--- config.mk ---
export PLATFORM = sky130hd
export DESIGN_NAME = hitser_top
export DESIGN_NICKNAME = d
export VERILOG_FILES = /design/src/rtl/hitser_pkg.sv /design/src/rtl/hitser_ortree.sv /design/src/rtl/hitser_scan.sv /design/src/rtl/hitser_fifo.sv /design/src/rtl/hitser_tx.sv /design/src/rtl/hitser_top.sv
export SDC_FILE = /design/constraint.sdc
export NUM_CORES = 1
export LEC_CHECK = 0
export ABC_AREA = 1
export BUFFER_PORTS_ARGS = -buffer_cell sky130_fd_sc_hd__buf_4
export CAP_MARGIN = 20
export CORE_MARGIN = 2
export CORE_UTILIZATION = 47
export CTS_CLUSTER_DIAMETER = 200
export DETAILED_ROUTE_END_ITERATION = 10
export PLACE_DENSITY_LB_ADDON = 0.05
export SYNTH_ARGS = -nofsm -noshare
export SYNTH_HDL_FRONTEND = slang
export SYNTH_SLANG_ARGS = --single-unit
--- constraint.sdc ---
create_clock -name clk -period 8.2 [get_ports clk]
set_input_delay 1.64 -clock clk [delete_from_list [all_inputs] [get_ports clk]]
set_output_delay 1.64 -clock clk [all_outputs]
set_load 0.02 [all_outputs]
--- src/rtl/hitser_pkg.sv ---
`timescale 1ns/1ps
package hitser_pkg;
  typedef enum logic {S_IDLE = 1'b0, S_SCAN = 1'b1} scan_state_t;

  function automatic int safe_clog2(input int n);
    return (n > 1) ? $clog2(n) : 1;
  endfunction
endpackage

--- src/rtl/hitser_ortree.sv ---
`timescale 1ns/1ps
module hitser_ortree #(
  parameter int N = 128
) (
  input  logic [N-1:0] flags,
  output logic         any
);
  localparam int LEVELS = (N > 1) ? $clog2(N) : 0;
  localparam int P      = 1 << LEVELS;

  logic [2*P-1:1] node;

  genvar i;
  generate
    for (i = 0; i < P; i++) begin : g_leaf
      if (i < N) begin : g_real
        assign node[P+i] = flags[i];
      end else begin : g_pad
        assign node[P+i] = 1'b0;
      end
    end
    for (i = 1; i < P; i++) begin : g_node
      assign node[i] = node[2*i] | node[2*i+1];
    end
  endgenerate

  assign any = node[1];
endmodule

--- src/rtl/hitser_scan.sv ---
`timescale 1ns/1ps
module hitser_scan
  import hitser_pkg::*;
#(
  parameter int COLS  = 128,
  parameter int ROW_W = 7,
  parameter int COL_W = 7
) (
  input  logic                   clk,
  input  logic                   rst,
  input  logic                   tick,
  input  logic                   row_valid,
  input  logic [COLS-1:0]        row_hits,
  input  logic [ROW_W-1:0]       row_num,
  input  logic                   any,
  input  logic                   fifo_full,
  output logic [COLS-1:0]        tree_in,
  output logic                   busy,
  output logic                   wr_en,
  output logic [ROW_W+COL_W-1:0] wr_data,
  output logic                   overflow
);
  localparam logic [COL_W-1:0] LAST_COL = COL_W'(COLS - 1);

  scan_state_t       state_q;
  logic [COLS-1:0]   mask_q;
  logic [ROW_W-1:0]  row_q;
  logic [COL_W-1:0]  col_q;
  logic              ovf_q;
  logic              hit_here;

  assign busy     = (state_q == S_SCAN);
  assign tree_in  = busy ? mask_q : row_hits;
  assign hit_here = busy && tick && any && mask_q[col_q];
  assign wr_en    = hit_here && !fifo_full;
  assign wr_data  = {row_q, col_q};
  assign overflow = ovf_q;

  always_ff @(posedge clk) begin
    if (rst) begin
      state_q <= S_IDLE;
      mask_q  <= '0;
      row_q   <= '0;
      col_q   <= '0;
      ovf_q   <= 1'b0;
    end else begin
      if (hit_here && fifo_full) ovf_q <= 1'b1;
      case (state_q)
        S_IDLE: begin
          if (row_valid && any) begin
            mask_q  <= row_hits;
            row_q   <= row_num;
            col_q   <= '0;
            state_q <= S_SCAN;
          end
        end
        S_SCAN: begin
          if (tick) begin
            if (!any) begin
              state_q <= S_IDLE;
            end else begin
              mask_q[col_q] <= 1'b0;
              if (col_q != LAST_COL) col_q <= col_q + 1'b1;
            end
          end
        end
        default: state_q <= S_IDLE;
      endcase
    end
  end

  AST_OVF_STICKY: assert property (@(posedge clk) disable iff (rst)
    overflow |=> overflow);
  AST_BUSY_FROM_ROW: assert property (@(posedge clk) disable iff (rst)
    $rose(busy) |-> $past(row_valid));
  AST_COL_ASCENDS: assert property (@(posedge clk) disable iff (rst)
    (busy && $past(busy)) |-> (col_q >= $past(col_q)));
endmodule

--- src/rtl/hitser_fifo.sv ---
`timescale 1ns/1ps
module hitser_fifo #(
  parameter int WIDTH = 14,
  parameter int DEPTH = 16
) (
  input  logic             clk,
  input  logic             rst,
  input  logic             wr_en,
  input  logic [WIDTH-1:0] wr_data,
  input  logic             rd_en,
  output logic [WIDTH-1:0] rd_data,
  output logic             full,
  output logic             empty
);
  localparam int AW = hitser_pkg::safe_clog2(DEPTH);
  localparam logic [AW-1:0] LAST = AW'(DEPTH - 1);

  logic [WIDTH-1:0] mem [DEPTH];
  logic [AW-1:0]    wp_q, rp_q;
  logic [AW:0]      cnt_q;
  logic             do_wr, do_rd;

  assign full    = (cnt_q == (AW+1)'(DEPTH));
  assign empty   = (cnt_q == '0);
  assign do_wr   = wr_en && !full;
  assign do_rd   = rd_en && !empty;
  assign rd_data = mem[rp_q];

  always_ff @(posedge clk) begin
    if (do_wr) mem[wp_q] <= wr_data;
  end

  always_ff @(posedge clk) begin
    if (rst) begin
      wp_q  <= '0;
      rp_q  <= '0;
      cnt_q <= '0;
    end else begin
      if (do_wr) wp_q <= (wp_q == LAST) ? '0 : wp_q + 1'b1;
      if (do_rd) rp_q <= (rp_q == LAST) ? '0 : rp_q + 1'b1;
      if (do_wr && !do_rd)      cnt_q <= cnt_q + 1'b1;
      else if (do_rd && !do_wr) cnt_q <= cnt_q - 1'b1;
    end
  end

  AST_FIFO_BOUND: assert property (@(posedge clk) disable iff (rst)
    cnt_q <= (AW+1)'(DEPTH));
  AST_NO_PUSH_FULL: assert property (@(posedge clk) disable iff (rst)
    wr_en |-> !full);
endmodule

--- src/rtl/hitser_tx.sv ---
`timescale 1ns/1ps
module hitser_tx #(
  parameter int WW = 14
) (
  input  logic          clk,
  input  logic          rst,
  input  logic          empty,
  input  logic [WW-1:0] word,
  output logic          pop,
  output logic          ser_out
);
  localparam int FW = WW + 1;
  localparam int CW = $clog2(FW + 1);

  logic [FW-1:0] sreg_q;
  logic [CW-1:0] cnt_q;

  assign pop     = (cnt_q <= CW'(1)) && !empty;
  assign ser_out = sreg_q[FW-1];

  always_ff @(posedge clk) begin
    if (rst) begin
      sreg_q <= '0;
      cnt_q  <= '0;
    end else if (pop) begin
      sreg_q <= {1'b1, word};
      cnt_q  <= CW'(FW);
    end else if (cnt_q != '0) begin
      sreg_q <= {sreg_q[FW-2:0], 1'b0};
      cnt_q  <= cnt_q - 1'b1;
    end
  end

  AST_LINE_QUIET: assert property (@(posedge clk) disable iff (rst)
    (cnt_q == '0) |-> !ser_out);
  AST_START_BIT: assert property (@(posedge clk) disable iff (rst)
    (cnt_q == CW'(FW)) |-> ser_out);
endmodule

--- src/rtl/hitser_top.sv ---
`timescale 1ns/1ps
module hitser_top #(
  parameter int COLS       = 128,
  parameter int ROW_W      = 7,
  parameter int FIFO_DEPTH = 16,
  parameter int PROC_DIV   = 4
) (
  input  logic             clk,
  input  logic             rst,
  input  logic             row_valid,
  input  logic [COLS-1:0]  row_hits,
  input  logic [ROW_W-1:0] row_num,
  output logic             busy,
  output logic             ser_out,
  output logic             overflow
);
  localparam int COL_W = hitser_pkg::safe_clog2(COLS);
  localparam int WW    = ROW_W + COL_W;
  localparam int DIV_W = hitser_pkg::safe_clog2(PROC_DIV);

  logic [DIV_W-1:0] div_q;
  logic             tick;
  logic [COLS-1:0]  tree_in;
  logic             any;
  logic             wr_en, rd_en, full, empty;
  logic [WW-1:0]    wr_data, rd_data;

  assign tick = (div_q == '0);

  always_ff @(posedge clk) begin
    if (rst || div_q == DIV_W'(PROC_DIV - 1)) div_q <= '0;
    else div_q <= div_q + 1'b1;
  end

  hitser_ortree #(.N(COLS)) u_tree (.flags(tree_in), .any(any));

  hitser_scan #(.COLS(COLS), .ROW_W(ROW_W), .COL_W(COL_W)) u_scan (
    .clk(clk), .rst(rst), .tick(tick), .row_valid(row_valid),
    .row_hits(row_hits), .row_num(row_num), .any(any), .fifo_full(full),
    .tree_in(tree_in), .busy(busy), .wr_en(wr_en), .wr_data(wr_data),
    .overflow(overflow));

  hitser_fifo #(.WIDTH(WW), .DEPTH(FIFO_DEPTH)) u_fifo (
    .clk(clk), .rst(rst), .wr_en(wr_en), .wr_data(wr_data),
    .rd_en(rd_en), .rd_data(rd_data), .full(full), .empty(empty));

  hitser_tx #(.WW(WW)) u_tx (
    .clk(clk), .rst(rst), .empty(empty), .word(rd_data),
    .pop(rd_en), .ser_out(ser_out));

  AST_EMPTY_ROW_IDLE: assert property (@(posedge clk) disable iff (rst)
    (!busy && row_valid && row_hits == '0) |=> !busy);
endmodule

==> flow_summary.yaml <==
logic_synthesis:
  synthSimpleGateAreaFrac_pct: 27.5
  synthMuxAreaShare_pct: 0
  synthXorXnorAreaFrac_pct: 0.256
  avgSynthCellArea_um2: 7.70
  ys.flop_type: "edfxtp_1"
  synthDistinctLibCells: 44
  ys_seq_area_share_pct: 50.6
  synth_edf_count: 224
  synth_top_family_by_area: "simple AND/OR/NAND/NOR gates"
  synthArstFlopShare_pct: 0
  syn_nets: 2814
  synth_fa_ha_area_share_pct: 0.953
  synth_cells: 2661
  synth_compound_area_share_pct: 14.5
  netlist_area_um2: 20500
  yosys_warnings: 0
  synth_seq_cells: 406
layout:
  multi_input_area_um2: 8880
  final_cell_mix: "nand2_1 (673), nor2_1 (458), o21ai_0 (241)"
  syn_to_final_growth_pct: 13.7
  antenna_cells: 0
  layout.nets: 2881
  fin_cells: 3349
  layout_commonest_cell: "nand2_1"
  seq_area_um2: 10400
  fillCellCount: 4130
  drive_above_1_share_pct: 9.48
global_routing:
  overflow: 0
  grt_max_degree: 109
  grt_first_pass_wirelength_um: 103000
  grt_pass1_vias: 17500
  grt_use_total_pct: 30.0
  antenna_found_initial: 0
power:
  switchingPower_uw: 2000
  p_clk_share_pct: 33.3
  p_comb_share_pct: 24.9
  powerDensity_nw_per_um2: 251
  power.total_uw: 5860
  p_leak_uw: 0.00906
  p_int_uw: 3860
  swShare_pct: 34.1
  peakVddDrop_uv: 164
  pwr-share-seq_pct: 41.7
floorplanning:
  fp.dieArea_um2: 45300
  rows: 76
  start_util_pct: 47.6
  die_x_um: 213
  coreArea_um2: 43100
  die_y_um: 213
  top_level_ports: 141
worst_setup_path:
  cp-end-kind: "flop"
  path_class: "reg -> reg"
  critical_path_required_ns: 8.70
  crit_fanout: 89
  crit_arrival_ns: 6.14
  cp-start-kind: "flop"
clocking:
  ctsResizeCount: 0
  cts_setup_buffers: 0
  numCtsBuffers: 45
  htreeDepth: 2
  clk_pin_slew_ns: 0.05
  cts_tree: "done"
  clkSinkCount: 406
  clk_latency_ns: 0.59
  clockRootBuffer: "clkbuf_16"
  clockBufferDepth: 3
  postCtsHoldBufs: 0
sta:
  max_slew.worst_pin.slew_ns: 1.16
  period_share_pct: 68.8
  rsz0062_at_grt: "no"
  fin_skew_ns: 0.0232
  setup-violations-final: 0
  drv_slew: 0
  hold_viol: 0
  fin_setup_tns_ns: 0
  maxSlewHeadroom_pct: 22.9
  post-route-min-period_ns: 5.64
  fmax_mhz: 177
outcome:
  status: "completed"
hold_path:
  hold_path.class: "reg -> reg"
detailed_routing:
  drt-total-wl_um: 68700
  antenna_left: 0
  via_per_inst: 5.69
  drc: 0
  drt-initial-drc-count: 1945
  wl_per_cell_um: 20.5
  drt_pass1_iterations: 6
  num_vias: 19100
place:
  port_buffers: 140
  routabilityCongestion: 0.890
  placed_cells: 3265
  place.detailed.hpwl_um: 43600
run:
  maxCapViolations: 0
## final timing paths
path,startpoint,to,slack [ns],cells past startpoint
hold reg to reg,div_q[0],div_q[0],0.46,1
setup / recovery,u_scan.busy,u_scan.mask_q[68],2.56,18
setup reg to reg,u_scan.busy,u_scan.mask_q[68],2.56,18
hold / removal,div_q[0],div_q[0],0.46,1
## per-stage QoR
| stage | utilization (%) | hold slack, ns | setup slack (ns) | cell area [um2] |
|---|---|---|---|---|
| 2_1_floorplan | - | 0.425 | 4.18 | 20500 |
| 3_3_place_gp | 50.8 | 0.438 | 2.57 | 21900 |
| 3_5_place_dp | 50.8 | 0.445 | 2.57 | 21900 |
| 4_1_cts | 54.0 | 0.458 | 2.68 | 23300 |
| 5_1_grt | 54.1 | 0.477 | 2.19 | 23300 |
| 6_report | 54.1 | 0.461 | 2.56 | 23300 |
## routing by layer
metal  part of all wire (%)  wire (um)  track usage (%)
met4                    4.7       3210             14.1
met1                     41      28400             39.4
met3                    6.4       4430             3.15
met2                     48      32600             50.0
met5                      0          0                0
## Yosys cell counts (4+ instances only)
| library cell | number | share of area (%) |
|---|---|---|
| buf_6 | 4 | 0.22 |
| clkbuf_1 | 101 | 1.9 |
| and2_1 | 17 | 0.52 |
| inv_1 | 144 | 2.6 |
| buf_2 | 24 | 0.59 |
| a21oi_1 | 130 | 3.2 |
| nor2_1 | 469 | 8.6 |
| edfxtp_1 | 224 | 33 |
| nand4_1 | 20 | 0.61 |
| o21ai_1 | 38 | 0.93 |
| dfxtp_1 | 182 | 18 |
| a31oi_1 | 27 | 0.82 |
| buf_1 | 9 | 0.16 |
| buf_4 | 17 | 0.62 |
| nand3_1 | 194 | 4.7 |
| o22ai_1 | 19 | 0.58 |
| o21ai_0 | 241 | 5.9 |
| nor3_1 | 7 | 0.17 |
| ha_1 | 14 | 0.85 |
| o211ai_1 | 29 | 1.1 |
| and2_0 | 7 | 0.21 |
| nand2_1 | 673 | 12 |
| o221ai_1 | 33 | 1.4 |
## flip-flops by register name, indices dropped and copies added, names as in the netlist, named ones only
register	flops
u_scan.busy	1
u_tx.cnt_q	4
u_fifo.wp_q	4
u_scan.overflow	1
u_fifo.rp_q	4
u_scan.mask_q	128
u_scan.col_q	7
u_fifo.cnt_q	5
u_scan.row_q	7
div_q	2
u_tx.sreg_q	15
u_fifo.mem	224
## logic make-up (layout without fill, tap and decap cells)
group,Yosys count,in the layout
AOI/OAI and AO/OA,532,532
xor gates and xnor gates,6,6
adders and majority gates,15,15
buffers and inverters,305,408
DFF,406,406
and+or+nand+nor,1397,1397
## cell type report
class,count,share of cell area (%)
tap,585,3.14
clock inverter,19,0.629
multi-input combinational,1950,38.1
inverter,150,2.44
sequential,406,44.6
timing repair buffer,175,5.73
clock buffer,64,5.36
## worst max-delay path, cell delays in order, from the launching register on
cell and delay (ns):
dfxtp_4 0.71, inv_4 0.45, buf_4 0.40, nand2_1 0.14, nand2_1 0.07, nor2_1 0.35
nand2_1 0.13, inv_1 0.07, nand2_1 0.05, nor2_1 0.10, nand2_1 0.06, nor2_1 0.13
nand2_1 0.14, nand3_2 0.36, nand2_4 0.53, clkinv_2 0.49, buf_4 0.89, nand2_1 0.12
a21oi_1 0.17
## power groups by stage
stage	combinational, uW	clock [uW]	sequential, uW
after floorplan	1050	0	2410
after global placement	1410	0	2480
after detailed placement	1440	0	2480
after CTS	1450	1970	2440
after global routing	1630	2040	2470
final	1460	1950	2440
Note: power is estimated with default switching activity, not from simulation.
